File: src/rtl/rtc_upd_pkg.sv
// Package: shared widths and the alarm wildcard rule for the update sequencer.
// Assumes 8-bit time bytes packed with seconds in the lowest byte.
package rtc_upd_pkg;

    localparam int BYTE_W        = 8;
    localparam int TIME_BYTES    = 8;
    localparam int ALM_A_BYTES   = 3;
    localparam int TIME_W        = BYTE_W * TIME_BYTES;
    localparam int ALM_A_W       = BYTE_W * ALM_A_BYTES;
    localparam int NUM_FLAGS     = 3;

    // Flag slots in the sticky flag vector
    localparam int FLAG_UF  = 0;
    localparam int FLAG_AFA = 1;
    localparam int FLAG_AFB = 2;

    // An alarm byte with both top bits set matches any value
    function automatic logic is_wildcard(input logic [BYTE_W-1:0] b);
        return (b[BYTE_W-1] && b[BYTE_W-2]);
    endfunction

endpackage

File: src/rtl/rtc_tick_timer.sv
// Module: rtc_tick_timer
// Counts enable ticks inside one second and produces the update sequence.
// The sequence is: raise update-in-progress, issue the advance strobe LEAD
// ticks later, then finish two cycles after the strobe.
// Assumes LEAD >= 1, LEAD < TICKS - 1, and at least two clocks between ticks.
module rtc_tick_timer #(
    parameter int TICKS = 32768,
    parameter int LEAD  = 8
) (
    input  logic clk,
    input  logic rst_n,
    input  logic tick_i,
    output logic uip_o,
    output logic adv_o,
    output logic fin_o
);

    localparam int CW = (TICKS > 1) ? $clog2(TICKS) : 1;
    localparam logic [CW-1:0] LAST_CNT = CW'(TICKS - 1);
    localparam logic [CW-1:0] RISE_CNT = CW'(TICKS - 1 - LEAD);

    logic [CW-1:0] sub_cnt;
    logic          uip_q;
    logic          adv_q;
    logic          fin_q;

    // Sub-second tick counter, wraps once per second
    always_ff @(posedge clk) begin
        if (!rst_n)
            sub_cnt <= '0;
        else if (tick_i)
            sub_cnt <= (sub_cnt == LAST_CNT) ? '0 : sub_cnt + 1'b1;
    end

    // Advance strobe on the last tick of the second; finish one cycle later
    always_ff @(posedge clk) begin
        if (!rst_n) begin
            adv_q <= 1'b0;
            fin_q <= 1'b0;
        end else begin
            adv_q <= tick_i && (sub_cnt == LAST_CNT);
            fin_q <= adv_q;
        end
    end

    // Update-in-progress: set LEAD ticks ahead of the strobe, cleared at finish
    always_ff @(posedge clk) begin
        if (!rst_n)
            uip_q <= 1'b0;
        else if (fin_q)
            uip_q <= 1'b0;
        else if (tick_i && (sub_cnt == RISE_CNT))
            uip_q <= 1'b1;
    end

    assign uip_o = uip_q;
    assign adv_o = adv_q;
    assign fin_o = fin_q;

    AST_UIP_RISES_ON_TICK: assert property (@(posedge clk) disable iff (!rst_n)
        $rose(uip_q) |-> $past(tick_i));
    AST_ADV_SINGLE_CYCLE: assert property (@(posedge clk) disable iff (!rst_n)
        adv_q |=> !adv_q);
    AST_ADV_INSIDE_UIP: assert property (@(posedge clk) disable iff (!rst_n)
        adv_q |-> uip_q);
    AST_UIP_CLEARS_AFTER_ADV: assert property (@(posedge clk) disable iff (!rst_n)
        $fell(uip_q) |-> $past(adv_q, 2));

endmodule

File: src/rtl/rtc_alarm_match.sv
// Module: rtc_alarm_match
// Byte-wise comparison of an alarm set against the matching time bytes.
// A byte matches when it is equal or when the alarm byte is a wildcard.
// Purely combinational; the caller decides when the result is used.
module rtc_alarm_match
    import rtc_upd_pkg::*;
#(
    parameter int NBYTES = 3
) (
    input  logic [NBYTES*BYTE_W-1:0] time_i,
    input  logic [NBYTES*BYTE_W-1:0] alarm_i,
    output logic                     hit_o
);

    logic [NBYTES-1:0] byte_ok;

    for (genvar g = 0; g < NBYTES; g++) begin : g_byte
        logic [BYTE_W-1:0] t_b;
        logic [BYTE_W-1:0] a_b;
        assign t_b = time_i [g*BYTE_W +: BYTE_W];
        assign a_b = alarm_i[g*BYTE_W +: BYTE_W];
        // One byte: exact value or wildcard
        always_comb byte_ok[g] = is_wildcard(a_b) || (a_b == t_b);
    end

    assign hit_o = &byte_ok;

endmodule

File: src/rtl/rtc_sticky_flag.sv
// Module: rtc_sticky_flag
// One status flag that holds until cleared; a set beats a clear in the same cycle.
module rtc_sticky_flag (
    input  logic clk,
    input  logic rst_n,
    input  logic set_i,
    input  logic clr_i,
    output logic q_o
);

    logic q;

    // Set has priority over clear
    always_ff @(posedge clk) begin
        if (!rst_n)
            q <= 1'b0;
        else if (set_i)
            q <= 1'b1;
        else if (clr_i)
            q <= 1'b0;
    end

    assign q_o = q;

    AST_FLAG_HOLDS: assert property (@(posedge clk) disable iff (!rst_n)
        (q && !clr_i) |=> q);
    AST_FLAG_CLEARS: assert property (@(posedge clk) disable iff (!rst_n)
        (clr_i && !set_i) |=> !q);
    AST_SET_WINS: assert property (@(posedge clk) disable iff (!rst_n)
        set_i |=> q);

endmodule

File: src/rtl/rtc_upd_seq.sv
// Module: rtc_upd_seq (top)
// Once-per-second update sequencer for a real-time clock with two alarm sets.
// It expects the external calendar to advance its bytes on the clock edge
// where adv_o is high. The alarm comparison uses the bytes present two
// cycles after the strobe.
module rtc_upd_seq
    import rtc_upd_pkg::*;
#(
    parameter int TICKS_PER_SEC = 32768,
    parameter int LEAD_TICKS    = 8
) (
    input  logic               clk,
    input  logic               rst_n,
    input  logic               tick_en_i,
    input  logic [TIME_W-1:0]  cur_time_i,
    input  logic [ALM_A_W-1:0] alarm_a_i,
    input  logic [TIME_W-1:0]  alarm_b_i,
    input  logic               clr_uf_i,
    input  logic               clr_afa_i,
    input  logic               clr_afb_i,
    output logic               uip_o,
    output logic               adv_o,
    output logic               uf_o,
    output logic               afa_o,
    output logic               afb_o
);

    logic                 fin;
    logic                 hit_a;
    logic                 hit_b;
    logic [NUM_FLAGS-1:0] flag_set;
    logic [NUM_FLAGS-1:0] flag_clr;
    logic [NUM_FLAGS-1:0] flag_q;

    rtc_tick_timer #(
        .TICKS (TICKS_PER_SEC),
        .LEAD  (LEAD_TICKS)
    ) i_timer (
        .clk    (clk),
        .rst_n  (rst_n),
        .tick_i (tick_en_i),
        .uip_o  (uip_o),
        .adv_o  (adv_o),
        .fin_o  (fin)
    );

    rtc_alarm_match #(.NBYTES(ALM_A_BYTES)) i_match_a (
        .time_i  (cur_time_i[ALM_A_W-1:0]),
        .alarm_i (alarm_a_i),
        .hit_o   (hit_a)
    );

    rtc_alarm_match #(.NBYTES(TIME_BYTES)) i_match_b (
        .time_i  (cur_time_i),
        .alarm_i (alarm_b_i),
        .hit_o   (hit_b)
    );

    // Sets happen only at the end of an update; clears come from the strobes
    always_comb begin
        flag_set[FLAG_UF]  = fin;
        flag_set[FLAG_AFA] = fin && hit_a;
        flag_set[FLAG_AFB] = fin && hit_b;
        flag_clr[FLAG_UF]  = clr_uf_i;
        flag_clr[FLAG_AFA] = clr_afa_i;
        flag_clr[FLAG_AFB] = clr_afb_i;
    end

    for (genvar f = 0; f < NUM_FLAGS; f++) begin : g_flag
        rtc_sticky_flag i_flag (
            .clk   (clk),
            .rst_n (rst_n),
            .set_i (flag_set[f]),
            .clr_i (flag_clr[f]),
            .q_o   (flag_q[f])
        );
    end

    assign uf_o  = flag_q[FLAG_UF];
    assign afa_o = flag_q[FLAG_AFA];
    assign afb_o = flag_q[FLAG_AFB];

    AST_UF_AT_UPDATE_END: assert property (@(posedge clk) disable iff (!rst_n)
        $fell(uip_o) |-> uf_o);
    AST_AFA_ONLY_AT_END: assert property (@(posedge clk) disable iff (!rst_n)
        $rose(afa_o) |-> $fell(uip_o));
    AST_AFB_ONLY_AT_END: assert property (@(posedge clk) disable iff (!rst_n)
        $rose(afb_o) |-> $fell(uip_o));

endmodule

File: config.mk
export PLATFORM = sky130hd
export DESIGN_NAME = rtc_upd_seq
export DESIGN_NICKNAME = d
export VERILOG_FILES = /design/src/rtl/rtc_upd_pkg.sv /design/src/rtl/rtc_tick_timer.sv /design/src/rtl/rtc_alarm_match.sv /design/src/rtl/rtc_sticky_flag.sv /design/src/rtl/rtc_upd_seq.sv
export SDC_FILE = /design/constraint.sdc
export NUM_CORES = 1
export LEC_CHECK = 0
export ABC_AREA = 1
export BUFFER_PORTS_ARGS = -buffer_cell sky130_fd_sc_hd__buf_4
export CAP_MARGIN = 20
export CORE_ASPECT_RATIO = 1.25
export CORE_MARGIN = 5
export CORE_UTILIZATION = 31
export CTS_CLUSTER_SIZE = 10
export DETAILED_ROUTE_END_ITERATION = 12
export PLACE_DENSITY = 0.75
export SKIP_LAST_GASP = 1
export SLEW_MARGIN = 20
export SYNTH_ARGS = -nofsm -noshare
export SYNTH_HDL_FRONTEND = slang
export SYNTH_HIERARCHICAL = 1
export SYNTH_SLANG_ARGS = --single-unit
export TNS_END_PERCENT = 100
File: constraint.sdc
create_clock -name clk -period 1.32 [get_ports clk]
set_clock_uncertainty 0.2 [all_clocks]
set_input_delay 0.132 -clock clk [delete_from_list [all_inputs] [get_ports clk]]
set_output_delay 0.132 -clock clk [all_outputs]
set_load 0.02 [all_outputs]
## Yosys cells after proc, flatten, opt, wreduce, memory -nomap -nowiden

Cells that the tools add are included.

| cells by class | value |
|---|---|
| equal/unequal tests | 13 |
| mux-type cells | 7 |
| reductions and logical operators | 32 |
| add/subtract/negate cells | 1 |
| bitwise logic cells | 1 |

Operators by type and width:

| kind | number |
|---|---|
| $eq 8x8->1 | 11 |
| $eq 15x15->1 const B | 2 |
| $add 15x1->15 const B | 1 |
| $logic_and 1x1->1 | 15 |
| $mux 15 | 1 |
| $logic_or 1x1->1 | 11 |
| $reduce_and 8->1 | 1 |
| $mux 1 | 6 |
| $reduce_bool 2->1 | 3 |
| $reduce_and 3->1 | 1 |
| $reduce_or 2->1 | 1 |
| $not 1->1 | 1 |

| word-level totals | value |
|---|---|
| bits in registers | 21 |
| word-level logic and storage cells | 61 |
| output and inout bits | 5 |
| input port bits | 158 |

## Depth between registers and ports, before layout

| logic depth | value |
|---|---|
| depth after elaboration | 5 |
| depth in mapped cells | 15 |
| gate-level depth less buffers | 15 |

## By module

The synthesis kept the hierarchy.

By module, submodules not included:

| module | seq. area each (sq um) | times used | area an instance (sq um) | cells an instance |
|---|---|---|---|---|
| rtc_alarm_match (i_match_b) | 0.0 | 1 | 1002.2 | 199 |
| rtc_tick_timer | 360.3 | 1 | 954.7 | 129 |
| rtc_alarm_match (i_match_a) | 0.0 | 1 | 382.9 | 78 |
| rtc_sticky_flag | 20.0 | 3 | 43.8 | 6 |
| rtc_upd_seq | 0.0 | 1 | 15.0 | 4 |

## Worst setup path after synthesis

No wires, ideal clock.

| timing | value |
|---|---|
| path type | reg2reg |
| start | register i_timer.sub_cnt[0] |
| end | register i_timer.sub_cnt[9] |
| path slack | -0.112 ns |
| data required time | 1.005 ns |
| library setup time | 0.115 ns |
| cell stages (with the launch flop) | 9 |
| arrival | 1.117 ns |
| path buffers | 0 |
| period minus slack after synthesis | 1.432 ns |
| path through | dfxtp_1 > ha_1 > nand3_2 > nor2_4 > nand2_4 > nor2_4 > nor2_4 > clkinv_4 > nor2_2 |

| on the way | value |
|---|---|
| longest elaborated chain between the ends | 2 |

Ends and longest elaborated chain:

| what | RTL line | RTL |
|---|---|---|
| from (decl) | rtc_tick_timer.sv:22 | `logic [CW-1:0] sub_cnt;` |
| from (signal assigned) | rtc_tick_timer.sv:32 | `sub_cnt <= (sub_cnt == LAST_CNT) ? '0 : sub_cnt + 1'b1;` |
| $add 15x1->15 or $eq 15x15->1 (tied branches) | rtc_tick_timer.sv:32 |  |
| $mux 15 * | rtc_tick_timer.sv:32 |  |

Mark *: on every way between the ends. The rest lies on a longest branch, timed or not.
A chain may end at the register's enable or synchronous reset.

## Worst setup path in the final report

Ends and elaborated chain as after synthesis.

==> out/qor.csv <==
metric,value,unit
XOR/XNOR Fraction of Synth Area,0.2642,
# DRC,0,
path type of the worst setup path,reg -> reg,
Final Core Density,0.5402,
CTS buffer count,3,
register area share after synthesis,0.1691,
vias in the first global route,3220,
Post-synth top cells,"nand2_1, inv_1, xnor2_1",
pin count of the biggest net entering global routing,12,
"Req. time, crit path",1.32,ns
synth unique cells,25,
Vias,3118,
Worst Hold Launch,tick_en_i,
FILL cells,745,
IO Pins,163,
DR WL/cell,11.89,um
H-tree depth,1,
Worst Path Max Fanout,5,
"Slowest-stage cell, CP",dfxtp_4,
vias per inst,4.367,
top cell type by total area after synthesis,nand2_1,
largest family of logic cells by synthesized area,simple AND/OR/NAND/NOR gates,
DP HPWL,7516,um
Pwr Total,1966,uW
Peak VDD IR,0.2507,mV
r2r startpoint,i_timer/sub_cnt[0],
post-synthesis mux area share,0,
syn avg cell area,5.809,um^2
Syn. warnings,6,
Sink Count,21,
clk buf depth,2,
asr flop ratio synth,0,
Simple-Gate Fraction of Synth Area,0.4202,
Pre-Repair DR Iteration Count,4,
FF-to-FF setup slack,-0.09,ns
synthesized-area fraction occupied by adder cells,0.01007,
CP Capture Point,i_timer/sub_cnt[9],
kind of cell adding the most delay to the critical path,simple AND/OR/NAND/NOR gates,
die area,0.009922,mm^2
Clock Latency Late Sink,0.26,ns
"Setup violations, final",13,
Worst-Margin Slew,0.2306,ns
Initial Util,0.3172,
Period minus WS final,1.407,ns
status,"complete, but fails checks",
register clock-pin slew on the reported worst setup and hold paths,0.07,ns
Reg2Reg Capture Point,i_timer/sub_cnt[9],
DRT iter0 DRCs,103,
share of the synthesized area in the top cell type,0.2552,
dpl ws,-0.2251,ns
crit-path cells,ha_4 -> nand3_4 -> nor2_4 -> nand2_4 -> nor2_4 -> nor2_4 -> clkinv_4 -> nor2_4,
synth top area cells,"nand2_1, xnor2_1, dfxtp_1",
crit-path max cell delay,0.36,ns
Port Buffer Count,162,
n_diodes,0,
Routed WL,8487,um
final worst slack,-0.08712,ns
Critical Path Source Type,flop,
DP Cell Count,704,
core area,0.007838,mm^2
Worst R2R Path Depth,8,
crit path buf inv count,1,
GRT Util Overall,0.1627,
CP startpoint,i_timer/sub_cnt[0],
Final ANT Viol Nets,0,
share of post-route cells with drive strength above 1,0.3877,
Synth Area in Compound Gates,0.02315,
final hold vios,0,
Max Cap Viol,0,
pwr dens,464.4,mW/mm^2
Most Frequent Cell on Critical Path,nor2_4,
RSZ-0062 raised after global routing,yes,
CTS tree,yes,
P&R area growth vs syn,70.31,%
max-slew violations,0,
failing checks,setup timing,
gr ovfl total,0,
first-pass GRT wire length,13350,um
Tcrit/Tclk final,1.066,
most frequent cell after synthesis,nand2_1,
static leakage,0.002255,uW
Clock Root Buffer,clkbuf_8,
"EDFF count, synth",0,
initial antenna violation count,0,
Hold WC Path Type,in -> reg,
Layout Cells excl Fill,714,
Seq cells post-synth,21,
Nets,780,
CP Depth,8,
dominant synthesized flop cell,dfxtp_1,
syn_nets,588,
Synth Instances,428,
Post-Syn Area,0.002486,mm^2
Die Wd,90.10,um
Max Freq,0.7107,GHz
Rows,36,
gpl congestion,0.8692,
critical path endpoint category,flop,
Chip Height,110.1,um
Slew HR,0.8458,
crit path DAT,1.41,ns
==> layout make-up <==
class / count / area [um^2] / share of cell area
multi-input combinational: 335 / 1928 / 0.4554
timing repair buffer: 188 / 1439 / 0.3398
sequential: 21 / 429.2 / 0.1014
inverter: 71 / 274.0 / 0.06472
tap: 95 / 118.9 / 0.02807
clock buffer: 4 / 45.04 / 0.01064
==> repair_timing <==
| item | CTS | global route |
|---|---|---|
| gates resized for setup | 10 | 23 |
| cloned | 0 | 0 |
| hold buffers | 5 | 0 |
| hold endpoints to repair | 5 | 0 |
| buffers inserted | 1 | 0 |
| pin swaps | 10 | 18 |
| setup endpoints to repair | 16 | 19 |
==> metal layers <==
layer  GRT usage  vias up  wire [um]
li1            -     1627          -
met1      0.1535     1342       2963
met2      0.3379      125       4659
met3     0.03055       24        574
met4     0.07021        0        289
met5           0        -          0
==> cell families after synthesis <==
kind of cell	Yosys count
simple gates	250
fa+ha+maj	2
buf+inv	72
xor+xnor	75
compound gates	8
flops	21
==> state kept, by name, indices dropped and copies added, names as in the netlist <==
register / flops
i_timer/adv_o: 1
i_timer/uip_o: 1
g_flag.i_flag/q_o: 3
i_timer/fin_o: 1
i_timer/sub_cnt: 15
==> power breakdown <==
part           leakage (uW)  switching, uW  internal (uW)
sequential         0.000171           7.27            638
clock             0.0000228            198            215
combinational       0.00206            358            551
total               0.00225            563           1400
==> cell usage in the layout, fill, tap and decap left out, types with 2 or more instances in the layout <==
cell,n
nor2_2,12
xor2_1,10
buf_6,4
dfxtp_4,2
dlygate4sd3_1,5
nand2_1,165
ha_4,2
dfxtp_1,18
nor2_1,39
buf_4,179
xnor2_2,7
nor2_4,7
xnor2_1,57
a21oi_2,3
inv_2,4
nand2_2,9
nand4_1,2
inv_1,65
a21oi_1,2
clkbuf_8,3
nor3_1,3
nand3_1,9
==> worst register-to-register path, stage by stage, from the launching register on <==
cell and delay, ns:
dfxtp_4 0.36, ha_4 0.16, nand3_4 0.11, nor2_4 0.05, nand2_4 0.08, nor2_4 0.04, nor2_4 0.16, clkinv_4 0.11
nor2_4 0.08
==> stage by stage <==
| step | instance area [um^2] | TNS, ns | hold slack, ns |
|---|---|---|---|
| after detailed placement | 3989 | -1.439 | 0.1922 |
| after CTS | 4130 | -0.9450 | 0.03975 |
| after global placement | 3989 | -1.166 | 0.1847 |
| final | 4234 | -0.7415 | 0.05698 |
| after global routing | 4234 | -1.814 | 0.07592 |
| after floorplan | 2511 | -0.3337 | 0.02545 |
==> worst min-delay path by stage <==
stage / endpoint / slack, ns / depth (start not counted)
after floorplan: i_timer/fin_o / 0.03 / 2
after global placement: g_flag[2].i_flag/q_o / 0.18 / 4
after detailed placement: g_flag[2].i_flag/q_o / 0.19 / 4
after CTS: i_timer/sub_cnt[1] / 0.04 / 4
after global routing: i_timer/sub_cnt[1] / 0.08 / 4
final: i_timer/sub_cnt[1] / 0.06 / 4
No activity file was read; power rests on OpenSTA's default activity.
